[src/rtl/fcd_pkg.sv]
package fcd_pkg;
   localparam int UNLOCK_AW = 11;
   localparam logic [UNLOCK_AW-1:0] ADDR_KEY_A = 11'h555;
   localparam logic [UNLOCK_AW-1:0] ADDR_KEY_B = 11'h2AA;

   localparam logic [7:0] CMD_KEY_A  = 8'hAA;
   localparam logic [7:0] CMD_KEY_B  = 8'h55;
   localparam logic [7:0] CMD_PROG   = 8'hA0;
   localparam logic [7:0] CMD_IDENT  = 8'h90;
   localparam logic [7:0] CMD_BYPASS = 8'h20;
   localparam logic [7:0] CMD_ABORT  = 8'hF0;
   localparam logic [7:0] CMD_BYP_Q  = 8'h00;

   typedef enum logic [2:0] {
      ST_IDLE,
      ST_KEY1,
      ST_KEY2,
      ST_PSET,
      ST_IDENT,
      ST_BYP,
      ST_BPGM,
      ST_BEXIT
   } fcd_state_t;
endpackage

[src/rtl/fcd_seq_fsm.sv]
module fcd_seq_fsm
   import fcd_pkg::*;
(
   input  logic       clk,
   input  logic       rst_n,
   input  logic       accept,
   input  logic [7:0] cmd,
   input  logic       at_key_a,
   input  logic       at_key_b,
   output fcd_state_t state,
   output logic       prog_fire
);
   fcd_state_t nxt;

   always_comb begin
      nxt       = state;
      prog_fire = 1'b0;
      if (accept) begin
         case (state)
            ST_IDLE:  if (at_key_a && cmd == CMD_KEY_A) nxt = ST_KEY1;
            ST_KEY1:  nxt = (at_key_b && cmd == CMD_KEY_B) ? ST_KEY2 : ST_IDLE;
            ST_KEY2: begin
               nxt = ST_IDLE;
               if (at_key_a) begin
                  if (cmd == CMD_PROG)        nxt = ST_PSET;
                  else if (cmd == CMD_IDENT)  nxt = ST_IDENT;
                  else if (cmd == CMD_BYPASS) nxt = ST_BYP;
               end
            end
            ST_PSET: begin
               nxt       = ST_IDLE;
               prog_fire = (cmd != CMD_ABORT);
            end
            ST_IDENT: if (cmd == CMD_ABORT) nxt = ST_IDLE;
            ST_BYP: begin
               if (cmd == CMD_PROG)       nxt = ST_BPGM;
               else if (cmd == CMD_IDENT) nxt = ST_BEXIT;
            end
            ST_BPGM: begin
               nxt       = ST_BYP;
               prog_fire = 1'b1;
            end
            ST_BEXIT: nxt = (cmd == CMD_BYP_Q) ? ST_IDLE : ST_BYP;
            default:  nxt = ST_IDLE;
         endcase
      end
   end

   always_ff @(posedge clk or negedge rst_n) begin
      if (!rst_n) state <= ST_IDLE;
      else        state <= nxt;
   end
endmodule

[src/rtl/fcd_prog_latch.sv]
module fcd_prog_latch #(
   parameter int AW = 16,
   parameter int DW = 16
) (
   input  logic          clk,
   input  logic          rst_n,
   input  logic          load,
   input  logic [AW-1:0] addr_in,
   input  logic [DW-1:0] data_in,
   output logic          start,
   output logic [AW-1:0] addr_q,
   output logic [DW-1:0] data_q
);
   always_ff @(posedge clk or negedge rst_n) begin
      if (!rst_n) begin
         start  <= 1'b0;
         addr_q <= '0;
         data_q <= '0;
      end else begin
         start <= load;
         if (load) begin
            addr_q <= addr_in;
            data_q <= data_in;
         end
      end
   end
endmodule

[src/rtl/fcd_id_mux.sv]
module fcd_id_mux #(
   parameter int          AW        = 16,
   parameter int          DW        = 16,
   parameter int          SECT_BITS = 3,
   parameter logic [DW-1:0] MFR_CODE = '0,
   parameter logic [DW-1:0] DEV_CODE = '0,
   localparam int         NSECT     = 1 << SECT_BITS,
   localparam int         OFS_W     = AW - SECT_BITS
) (
   input  logic             active,
   input  logic             byte_mode,
   input  logic [AW-1:0]    rd_addr,
   input  logic [NSECT-1:0] sect_prot,
   output logic [DW-1:0]    id_data
);
   localparam logic [OFS_W-1:0] OFS_MFR  = OFS_W'(0);
   localparam logic [OFS_W-1:0] OFS_W_DV = OFS_W'(1);
   localparam logic [OFS_W-1:0] OFS_W_PR = OFS_W'(2);
   localparam logic [OFS_W-1:0] OFS_B_DV = OFS_W'(2);
   localparam logic [OFS_W-1:0] OFS_B_PR = OFS_W'(4);

   logic [OFS_W-1:0] ofs;
   logic [OFS_W-1:0] dev_ofs;
   logic [OFS_W-1:0] prot_ofs;
   logic             prot_bit;

   assign ofs      = rd_addr[OFS_W-1:0];
   assign dev_ofs  = byte_mode ? OFS_B_DV : OFS_W_DV;
   assign prot_ofs = byte_mode ? OFS_B_PR : OFS_W_PR;

   generate
      if (SECT_BITS == 0) begin : g_one_sector
         assign prot_bit = sect_prot[0];
      end else begin : g_many_sectors
         assign prot_bit = sect_prot[rd_addr[AW-1:OFS_W]];
      end
   endgenerate

   always_comb begin
      id_data = '0;
      if (active) begin
         if (ofs == OFS_MFR)       id_data = MFR_CODE;
         else if (ofs == dev_ofs)  id_data = DEV_CODE;
         else if (ofs == prot_ofs) id_data = {{(DW-1){1'b0}}, prot_bit};
      end
   end
endmodule

[src/rtl/flash_cmd_decoder.sv]
module flash_cmd_decoder
   import fcd_pkg::*;
#(
   parameter int            AW        = 16,
   parameter int            DW        = 16,
   parameter int            SECT_BITS = 3,
   parameter logic [DW-1:0] MFR_CODE  = 16'h0001,
   parameter logic [DW-1:0] DEV_CODE  = 16'h22EA,
   localparam int           NSECT     = 1 << SECT_BITS
) (
   input  logic             clk,
   input  logic             rst_n,
   input  logic             wr_en,
   input  logic [AW-1:0]    wr_addr,
   input  logic [DW-1:0]    wr_data,
   input  logic             busy_in,
   input  logic             byte_mode,
   input  logic [AW-1:0]    rd_addr,
   input  logic [NSECT-1:0] sect_prot,
   output logic             mode_read,
   output logic             mode_auto,
   output logic             mode_bypass,
   output logic             prog_start,
   output logic [AW-1:0]    prog_addr,
   output logic [DW-1:0]    prog_data,
   output logic [DW-1:0]    rd_id_data
);
   generate
      if (AW <= UNLOCK_AW) begin : g_bad_aw
         $error("AW must exceed the unlock address width");
      end
      if (DW < 8) begin : g_bad_dw
         $error("DW must hold a command byte");
      end
      if (SECT_BITS < 0 || SECT_BITS > AW - 3) begin : g_bad_sect
         $error("SECT_BITS leaves no room for autoselect offsets");
      end
   endgenerate

   fcd_state_t state;
   logic       accept;
   logic       prog_fire;
   logic       at_key_a;
   logic       at_key_b;

   assign accept   = wr_en && !busy_in;
   assign at_key_a = (wr_addr[UNLOCK_AW-1:0] == ADDR_KEY_A);
   assign at_key_b = (wr_addr[UNLOCK_AW-1:0] == ADDR_KEY_B);

   fcd_seq_fsm u_fsm (
      .clk       (clk),
      .rst_n     (rst_n),
      .accept    (accept),
      .cmd       (wr_data[7:0]),
      .at_key_a  (at_key_a),
      .at_key_b  (at_key_b),
      .state     (state),
      .prog_fire (prog_fire)
   );

   fcd_prog_latch #(.AW(AW), .DW(DW)) u_latch (
      .clk     (clk),
      .rst_n   (rst_n),
      .load    (prog_fire),
      .addr_in (wr_addr),
      .data_in (wr_data),
      .start   (prog_start),
      .addr_q  (prog_addr),
      .data_q  (prog_data)
   );

   assign mode_auto   = (state == ST_IDENT);
   assign mode_bypass = (state == ST_BYP) || (state == ST_BPGM) || (state == ST_BEXIT);
   assign mode_read   = !(mode_auto || mode_bypass);

   fcd_id_mux #(
      .AW(AW), .DW(DW), .SECT_BITS(SECT_BITS),
      .MFR_CODE(MFR_CODE), .DEV_CODE(DEV_CODE)
   ) u_id (
      .active    (mode_auto),
      .byte_mode (byte_mode),
      .rd_addr   (rd_addr),
      .sect_prot (sect_prot),
      .id_data   (rd_id_data)
   );
endmodule

[config.mk]
export PLATFORM = sky130hd
export DESIGN_NAME = flash_cmd_decoder
export DESIGN_NICKNAME = d
export VERILOG_FILES = /design/src/rtl/fcd_pkg.sv /design/src/rtl/fcd_seq_fsm.sv /design/src/rtl/fcd_prog_latch.sv /design/src/rtl/fcd_id_mux.sv /design/src/rtl/flash_cmd_decoder.sv
export SDC_FILE = /design/constraint.sdc
export NUM_CORES = 1
export LEC_CHECK = 0
export ABC_AREA = 1
export BUFFER_PORTS_ARGS = -buffer_cell sky130_fd_sc_hd__buf_2
export CAP_MARGIN = 25
export CELL_PAD_IN_SITES_DETAIL_PLACEMENT = 1
export CELL_PAD_IN_SITES_GLOBAL_PLACEMENT = 1
export CORE_ASPECT_RATIO = 1.75
export CORE_UTILIZATION = 33
export CTS_CLUSTER_DIAMETER = 150
export CTS_CLUSTER_SIZE = 40
export DETAILED_ROUTE_END_ITERATION = 7
export HOLD_SLACK_MARGIN = 0.05
export PLACE_DENSITY_LB_ADDON = 0.12
export SKIP_LAST_GASP = 1
export SLEW_MARGIN = 20
export SYNTH_ARGS = -nofsm -noshare
export SYNTH_HDL_FRONTEND = slang
export SYNTH_SLANG_ARGS = --single-unit
[constraint.sdc]
create_clock -name clk -period 4.5 [get_ports clk]
set_input_delay 0.225 -clock clk [delete_from_list [all_inputs] [get_ports clk]]
set_output_delay 0.225 -clock clk [all_outputs]
set_load 0.05 [all_outputs]
==> results.toml, run 1 <==
[clock_tree]
path_clk_slew_ns = 0.05
cts_setup_buffers = 0
clock_path_buffers = 2
numCtsBuffers = 5
clk_latency_ns = 0.28
ctsHoldBuffers = 0
ctsResizeCount = 0
root_buffer = "clkbuf_16"
clock-sinks = 36
cts_max_level = 2
cts_tree = "done"

[finish]
finalNetCount = 475
area_delta_synth_final_pct = 29.5
drive_gt1_share_pct = 32.0
diodes = 0
nFillCells = 912

[floorplan]
rows = 39
die_x_um = 63.9
io_pins = 113
core_area_sq_um = 6490
start_util_pct = 34.1
die_y_um = 110
die-area_sq_um = 7060

[timing]
relSlewSlack_pct = 44.9
grt_setup_unrepaired = "false"
worst_slack_ns = 2.02
drv_slew = 0
timing.setup.tns_ns = 0
finalCritPeriodShare_pct = 55.2
worstMarginPinSlew_ns = 0.827
skew_ns = 0.00127
report.final.hold_viol_count = 0
fmax_ghz = 0.403
setup_viol = 0
fin_crit_ns = 2.48

[detailed_routing]
drc = 0
post_drt_wl_per_cell_um = 12.7
via_count = 2370
first_pass_iters = 3
via_per_inst = 4.77
drt-initial-drc-count = 95
ant_nets = 0
drt_wl_total_um = 6300

[synth]
synthTopCellsByCount = "nand2_1, nand3_1, dfrtp_1, nor2_1, inv_1"
yosys_warnings = 0
yosys-top-cells-area = "dfrtp_1, nand2_1, nand3_1"
synth_top_cell_area_share_pct = 40.7
ys_seq_elements = 36
synth_seq_area_share_pct = 40.7
post-synth-top-count-cell = "nand2_1"
yosysTopAreaCell = "dfrtp_1"
synth.avg_cell_area_sq_um = 6.96
async_flop_share_pct = 100
netlist_area_sq_um = 2210
ys.flop_type = "dfrtp_1"
syn_inst = 318
synth_cell_types = 27
synth_edf_count = 0

[critical_path]
path_max_fanout = 7
arrival_ns = 2.26
end_kind = "output pin"
worstSetupPathType = "flip-flop to output pin"
crit_required_ns = 4.28
worstSetupStartpointType = "flip-flop"

[power]
total_power_mw = 1.64
power_density_nw_per_um2 = 573
ir_drop_uv = 203
power_leakage_nw = 1.70

[global_routing]
grt_max_degree = 37
track_usage_pct = 19.0
grt_pass1_vias = 2349
grt_pass1_wl_um = 10300
overflow = 0
antenna_found_initial = 0

[job]
maxCapViolations = 0

[placement]
io_buffers = 104
dpl_worst_slack_ns = 2.24
place_hpwl_um = 4930
gp_congestion = 0.742

[hold_path]
hold_class = "primary input to asynchronous set/reset pin"

[status]
outcome = "finished clean"
## layout by cell type, fill, tap and decap left out
master	n
a21boi_0	1
a21oi_1	2
a21oi_2	1
buf_2	104
buf_4	1
bufinv_16	1
clkbuf_1	1
clkbuf_16	5
clkinv_2	1
conb_1	8
dfrtp_1	36
inv_1	25
inv_2	4
nand2_1	108
nand2_2	12
nand2_4	2
nand3_1	52
nand3b_1	2
nand4_1	3
nand4_2	1
nor2_1	35
nor2_4	1
nor3_1	3
nor4_1	1
o21a_1	1
o21ai_0	1
o21ai_1	1
o21bai_1	1
xnor2_1	1
## flip-flops by register name (all words and copies together), names as in the netlist
register	flops
u_fsm.state	3
u_latch.addr_q	16
u_latch.start	1
u_latch.data_q	16
## report_power, final
| group | leakage [nW] | internal, mW | switching (mW) | total [mW] |
|---|---|---|---|---|
| sequential | 0.471 | 0.438 | 0.0699 | 0.508 |
| clock | 0.0808 | 0.260 | 0.128 | 0.389 |
| combinational | 1.15 | 0.166 | 0.582 | 0.747 |
## through the flow
stage                     cell area, sq um  hold slack [ns]  instances  util [%]
after global placement                2700            0.370        489      41.7
after floorplan                       2240          -0.0706        325         -
after detailed placement              2700            0.377        489      41.7
after CTS                             2870           0.0768        497      44.2
after global routing                  2870            0.126        497      44.2
final                                 2870           0.0455        497      44.2
## critical path, cell delays in order, from the launching register on
cell,delay [ns]
dfrtp_1,0.44
inv_1,0.10
nand2_1,0.07
nor2_1,0.25
o21ai_1,0.11
nor4_1,0.62
buf_2,0.39
## routing by layer
metal / vias to the layer above / global-route usage [%] / part of all wire (%)
met5: - / 0 / 0
met4: 0 / 8.12 / 2.2
met3: 12 / 3.60 / 4.6
met2: 72 / 38.3 / 57
met1: 1121 / 18.2 / 36
li1: 1165 / - / -
## cells by family (layout without fill, tap and decap cells)
family                 Yosys count  in the layout  synth area share (%)
AND/OR/NAND/NOR                220            220                  44.0
flip-flops                      36             36                  40.7
buffers and inverters           52            142                  12.5
XOR/XNOR                         1              1                 0.396
AO/OA/AOI/OAI                    8              8                  2.32
other                            1              8                 0.169
## area by class of cell
cell class	count	area [sq um]	share of cell area, %
Multi-Input combinational cell	237	1060	37.1
Sequential cell	36	901	31.4
Timing Repair Buffer	105	528	18.4
Clock buffer	6	129	4.49
Inverter	29	109	3.80
Tap cell	82	103	3.58
Clock inverter	2	35.0	1.22
## final timing paths
check | to | cells past startpoint | slack [ns] | from
min in group clk | u_latch.data_q[8]$_DFFE_PN0P_ | 3 | 0.18 | wr_data[8]
worst max register to register | u_latch.addr_q[14]$_DFFE_PN0P_ | 6 | 2.80 | u_fsm.state[2]$_DFFE_PN0P_
max in group asynchronous | u_latch.addr_q[5]$_DFFE_PN0P_ | 1 | 3.93 | rst_n
worst min-delay path | u_latch.data_q[15]$_DFFE_PN0P_ | 1 | 0.05 | rst_n
worst max-delay path | rd_id_data[9] | 6 | 2.02 | u_fsm.state[0]$_DFFE_PN0P_
worst min register to register | u_latch.addr_q[15]$_DFFE_PN0P_ | 2 | 0.47 | u_latch.addr_q[15]$_DFFE_PN0P_
Note: power is estimated with default switching activity, not from simulation.
==> run 2: changes to the inputs <==
--- a/config.mk
+++ b/config.mk
@@ -11,7 +11,7 @@
 export CELL_PAD_IN_SITES_DETAIL_PLACEMENT = 1
 export CELL_PAD_IN_SITES_GLOBAL_PLACEMENT = 1
 export CORE_ASPECT_RATIO = 1.75
-export CORE_UTILIZATION = 33
+export CORE_UTILIZATION = 28
 export CTS_CLUSTER_DIAMETER = 150
 export CTS_CLUSTER_SIZE = 40
 export DETAILED_ROUTE_END_ITERATION = 7
==> constraint.sdc (replaced) <==
create_clock -name clk -period 2.28 [get_ports clk]
set_input_delay 0.114 -clock clk [delete_from_list [all_inputs] [get_ports clk]]
set_output_delay 0.114 -clock clk [all_outputs]
set_load 0.05 [all_outputs]
==> run 2 against run 1 <==
  * Cell count grew 1.6%
  * Core utilization is 6.2 points lower
  * Critical path type unchanged
  * Sequential share of layout area fell by 0.33 points
==> results.toml, run 2 (synthesized netlist as in run 1, its figures left out) <==
[clock_tree]
clk_latency_ns = 0.28
root_buffer = "clkbuf_16"
ctsHoldBuffers = 1
cts_tree = "done"
clock_path_buffers = 2
path_clk_slew_ns = 0.06
cts_setup_buffers = 0
clock-sinks = 36
ctsResizeCount = 0
cts_max_level = 2
numCtsBuffers = 5

[critical_path]
critPathSlowestCell = "dfrtp_1"
path_cells = "inv_1 -> nand2_1 -> nor2_4 -> o21ai_1 -> nor4_4 -> buf_2"
arrival_ns = 1.77
end_kind = "output pin"
crit_required_ns = 2.17
worstSetupStartpointType = "flip-flop"
reg2reg_slack_ns = 0.75
crit_path_max_incr_delay_ns = 0.43
worstSetupPathType = "flip-flop to output pin"
path_max_fanout = 7

[power]
total_power_mw = 3.17
power_leakage_nw = 1.71
p_sw_mw = 1.54
ir_drop_uv = 422
combPwrFrac_pct = 46.8
p_seq_share_pct = 31.4
internal_power_mw = 1.63
power_density_nw_per_um2 = 1090
sw_frac_of_total_pct = 48.6
clkPwrFrac_pct = 21.7

[global_routing]
track_usage_pct = 16.8
grt_pass1_wl_um = 11100
grt_pass1_vias = 2372
antenna_found_initial = 0
overflow = 0
grt_max_degree = 37

[timing]
grt_setup_unrepaired = "false"
timing.setup.tns_ns = 0
skew_ns = 0.00647
report.final.hold_viol_count = 0
fmax_ghz = 0.530
worstMarginPinSlew_ns = 0.829
fin_crit_ns = 1.89
drv_slew = 0
relSlewSlack_pct = 44.8
setup_viol = 0
finalCritPeriodShare_pct = 82.7

[detailed_routing]
via_count = 2336
post_drt_wl_per_cell_um = 12.9
drt-initial-drc-count = 67
drt_wl_total_um = 6540
ant_nets = 0
drc = 0
via_per_inst = 4.63
first_pass_iters = 4

[floorplan]
die-area_sq_um = 8280
core_area_sq_um = 7620
rows = 42
io_pins = 113
start_util_pct = 29.1
die_y_um = 120
die_x_um = 69.2

[finish]
layout_common_cells = "nand2_1, buf_2, nand3_1"
final_area_sq_um = 2900
fin_util_pct = 38.0
diodes = 0
reg_top3 = "u_latch.addr_q: 16 flops, u_latch.data_q: 16 flops, u_fsm.state: 3 flops"
finalNetCount = 477
area_delta_synth_final_pct = 30.8
nFillCells = 1048
layout_commonest_cell = "nand2_1"
drive_gt1_share_pct = 32.4

[placement]
placed_cell_area_sq_um = 2740
place_hpwl_um = 5190
io_buffers = 104
gp_congestion = 0.786

[hold_path]
hold_class = "primary input to flip-flop"

[job]
maxCapViolations = 0

[status]
outcome = "finished clean"
-- run 2: cell types whose count changed in the layout (fill, tap and decap cells not counted) --
| cell | previous run | this run |
|---|---|---|
| bufinv_16 | 1 | 0 |
| nor4_4 | 0 | 1 |
| nor4_1 | 1 | 0 |
| buf_4 | 1 | 2 |
| nor2_4 | 1 | 2 |
| nor2_1 | 35 | 34 |
| dlygate4sd3_1 | 0 | 1 |
| clkbuf_8 | 0 | 1 |
| clkbuf_1 | 1 | 2 |
| clkinv_2 | 1 | 0 |
-- run 2: through the flow --
step | setup slack [ns] | instances | hold slack [ns]
2_1_floorplan | 0.0422 | 325 | -0.182
3_3_place_gp | 0.729 | 496 | 0.282
3_5_place_dp | 0.655 | 496 | 0.269
4_1_cts | 0.345 | 505 | 0.0628
5_1_grt | 0.205 | 505 | 0.0763
6_report | 0.394 | 505 | 0.0627
-- run 2: metal layers --
metal	global-route usage (%)	vias to the layer above	share of wire (%)
met2	32.2	69	56
met1	17.6	1088	37
li1	-	1170	-
met3	2.69	9	4.4
met4	7.02	0	2.1
met5	0	-	0
-- run 2: worst paths after layout --
check | startpoint | endpoint | cells after the start
min in group asynchronous | rst_n | u_latch.addr_q[13]$_DFFE_PN0P_ | 2
max reg2reg | u_fsm.state[2]$_DFFE_PN0P_ | u_latch.data_q[3]$_DFFE_PN0P_ | 6
min reg2reg | u_latch.addr_q[11]$_DFFE_PN0P_ | u_latch.addr_q[11]$_DFFE_PN0P_ | 2
max in group asynchronous | rst_n | u_latch.data_q[12]$_DFFE_PN0P_ | 2
min | wr_data[9] | u_latch.data_q[9]$_DFFE_PN0P_ | 3
max | u_fsm.state[1]$_DFFE_PN0P_ | rd_id_data[7] | 6
-- run 2: worst max-delay path: cells and delay by family (launching register included) --
kind	cells	cell delay, ns
buffers and inverters	2	0.45
AOI/OAI and AO/OA	1	0.11
DFF	1	0.43
and+or+nand+nor	3	0.50
-- run 2: final cells by class --
| class | count | area (sq um) | share of cell area [%] |
|---|---|---|---|
| flip-flops and latches | 36 | 901 | 31.1 |
| well taps | 88 | 110 | 3.80 |
| clock buffers | 8 | 146 | 5.05 |
| inverters | 29 | 109 | 3.76 |
| multi-input cells | 237 | 1090 | 37.5 |
| repair buffers | 107 | 546 | 18.8 |
-- run 2: power groups by stage --
stage | Sequential, mW | Clock (mW) | Combinational [mW]
final | 0.996 | 0.690 | 1.49
after global routing | 1.02 | 0.736 | 1.60
after CTS | 0.999 | 0.708 | 1.51
after detailed placement | 1.01 | 0 | 1.51
after global placement | 0.999 | 0 | 1.49
after floorplan | 1.76 | 0 | 0.360
==> run 3: changes to the inputs <==
==> constraint.sdc (replaced) <==
create_clock -name clk -period 1.56 [get_ports clk]
set_input_delay 0.078 -clock clk [delete_from_list [all_inputs] [get_ports clk]]
set_output_delay 0.078 -clock clk [all_outputs]
set_load 0.05 [all_outputs]
==> run 3 against run 2 <==
  * Power increased by 51%
  * Die area unchanged
  * Combinational power increased by 56%
  * Clock skew decreased by 0.0036 ns
  * Global-route usage increased by 0.51 points
  * Final area increased by 11%
  * Sequential power increased by 46%
  * Setup slack got worse by 0.38 ns
  * Core utilization increased by 4.3 points
  * Flip-flop and latch count unchanged
  * Cell count increased by 5.0%
==> results.toml, run 3 (synthesized netlist as in run 1, its figures left out) <==
[timing]
fin_crit_ns = 1.54
worstMarginPinSlew_ns = 0.531
setup_viol = 0
relSlewSlack_pct = 64.6
report.final.hold_viol_count = 0
fmax_ghz = 0.647
finalCritPeriodShare_pct = 99.0
grt_setup_unrepaired = "true"
worst_slack_ns = 0.0153
skew_ns = 0.00290
drv_slew = 0

[floorplan]
die-area_sq_um = 8280
start_util_pct = 29.1
core_area_sq_um = 7620
die_x_um = 69.2
die_y_um = 120
rows = 42
io_pins = 113

[status]
outcome = "finished clean"

[power]
total_power_mw = 4.79
combPwrFrac_pct = 48.7
clkPwrFrac_pct = 21.0
p_sw_mw = 2.31
sw_frac_of_total_pct = 48.2
power_density_nw_per_um2 = 1480
p_seq_share_pct = 30.3
power_leakage_nw = 1.83
internal_power_mw = 2.48
ir_drop_uv = 501

[detailed_routing]
via_count = 2385
dr.max_layer_used = "met4"
via_per_inst = 4.50
ant_nets = 0
drt_wl_total_um = 6820
wl_met1_um = 2530
post_drt_wl_per_cell_um = 12.9
drc = 0
first_pass_iters = 4
wl_met3_um = 259
drt-initial-drc-count = 67
dr_wl_met2_um = 3920

[placement]
dpl_worst_slack_ns = 0.0668
io_buffers = 104
gp_congestion = 0.761
place_hpwl_um = 5280
placed_cells_incl_taps = 503

[global_routing]
grt_max_degree = 34
antenna_found_initial = 0
grt_pass1_wl_um = 11400
track_usage_pct = 17.3
grt_pass1_vias = 2536
overflow = 0

[finish]
finalNetCount = 502
layout_common_cells = "nand2_1, buf_2, nand3_1"
drive_gt1_share_pct = 35.1
reg_top3 = "u_latch.addr_q: 16 flops, u_latch.data_q: 16 flops, u_fsm.state: 3 flops"
layout_commonest_cell = "nand2_1"
layoutNonFillerInstCount = 530
diodes = 0
area_delta_synth_final_pct = 45.8

[critical_path]
crit_path_max_incr_delay_ns = 0.39
critPathBufInv = 3
cpLargestDelayFamily = "buffers and inverters"
cp-startpoint = "u_fsm.state[1]$_DFFE_PN0P_"
end_kind = "output pin"
critPathSlowestCell = "dfrtp_1"
worst-path-stages = 7
path_cells = "inv_2 -> nand2_4 -> nor2_4 -> o21ai_2 -> nor4_4 -> buf_6 -> buf_8"
reg2reg_from = "u_fsm.state[0]$_DFFE_PN0P_"
worstSetupStartpointType = "flip-flop"
reg2regPathDepth = 8
crit_required_ns = 1.48
path_max_fanout = 7
arrival_ns = 1.47
worstSetupPathType = "flip-flop to output pin"

[clock_tree]
cts_max_level = 2
root_buffer = "clkbuf_16"
cts_tree = "done"
path_clk_slew_ns = 0.05
numCtsBuffers = 5
clk_latency_ns = 0.28
clock_path_buffers = 2
clock-sinks = 36

[hold_path]
hold_class = "primary input to flip-flop"
min_path_cells = 3
worstHoldStart = "wr_addr[5]"

[job]
maxCapViolations = 0
==> run 3: final cells by class <==
class                      instances  area, sq um
fill                             999         4390
multi-input combinational        237         1110
tap                               88          110
clock inverter                     2         10.0
timing repair buffer             132          846
sequential                        36          902
inverter                          29          111
clock buffer                       6          139
==> run 3: final timing paths <==
kind	to	slack [ns]
worst max-delay path	rd_id_data[3]	0.02
worst min-delay path	u_latch.addr_q[5]$_DFFE_PN0P_	0.07
worst max register to register	u_fsm.state[2]$_DFFE_PN0P_	0.14
worst min register to register	u_latch.data_q[4]$_DFFE_PN0P_	0.46
max in group asynchronous	u_latch.addr_q[7]$_DFFE_PN0P_	0.71
min in group asynchronous	u_latch.addr_q[15]$_DFFE_PN0P_	0.31
==> run 3: power by group through the flow <==
stage               combinational [mW]  sequential, mW  clock [mW]
floorplan                        0.532            2.58           0
global placement                  2.21            1.47           0
detailed placement                2.24            1.48           0
CTS                               2.33            1.46        1.04
global route                      2.51            1.50        1.06
finish                            2.33            1.45        1.00
==> run 3: metrics by stage <==
stage	utilization, %	hold slack, ns	setup TNS (ns)	cell area (sq um)
2_1_floorplan	-	-0.218	-3.95	2300
3_3_place_gp	36.8	0.0823	0	2810
3_5_place_dp	36.8	0.0842	0	2810
4_1_cts	42.0	0.0614	-0.449	3200
5_1_grt	42.4	0.0761	-0.507	3230
6_report	42.4	0.0658	0	3230
==> run 3: layer usage <==
layer  track usage, %  up-vias
met4             5.74        0
met3             2.60        6
met1             17.6     1085
met2             34.6       71
li1                 -     1223
met5                0        -
==> run 3: what timing repair did <==
action / in CTS / in global routing
hold buffers: 14 / 0
pin swaps: 2 / 1
buffers inserted: 4 / 1
setup endpoints to repair: 8 / 23
endpoints found under the hold margin: 33 / 0
gates resized for setup: 23 / 4
==> run 3: worst reg2reg max path: stages (launching register included) <==
cell     delay, ns
dfrtp_1       0.40
buf_4         0.16
nor3_1        0.32
inv_1         0.07
nor2_1        0.16
nand2_1       0.07
nand2_1       0.07
nand2_1       0.06
nand2_1       0.06
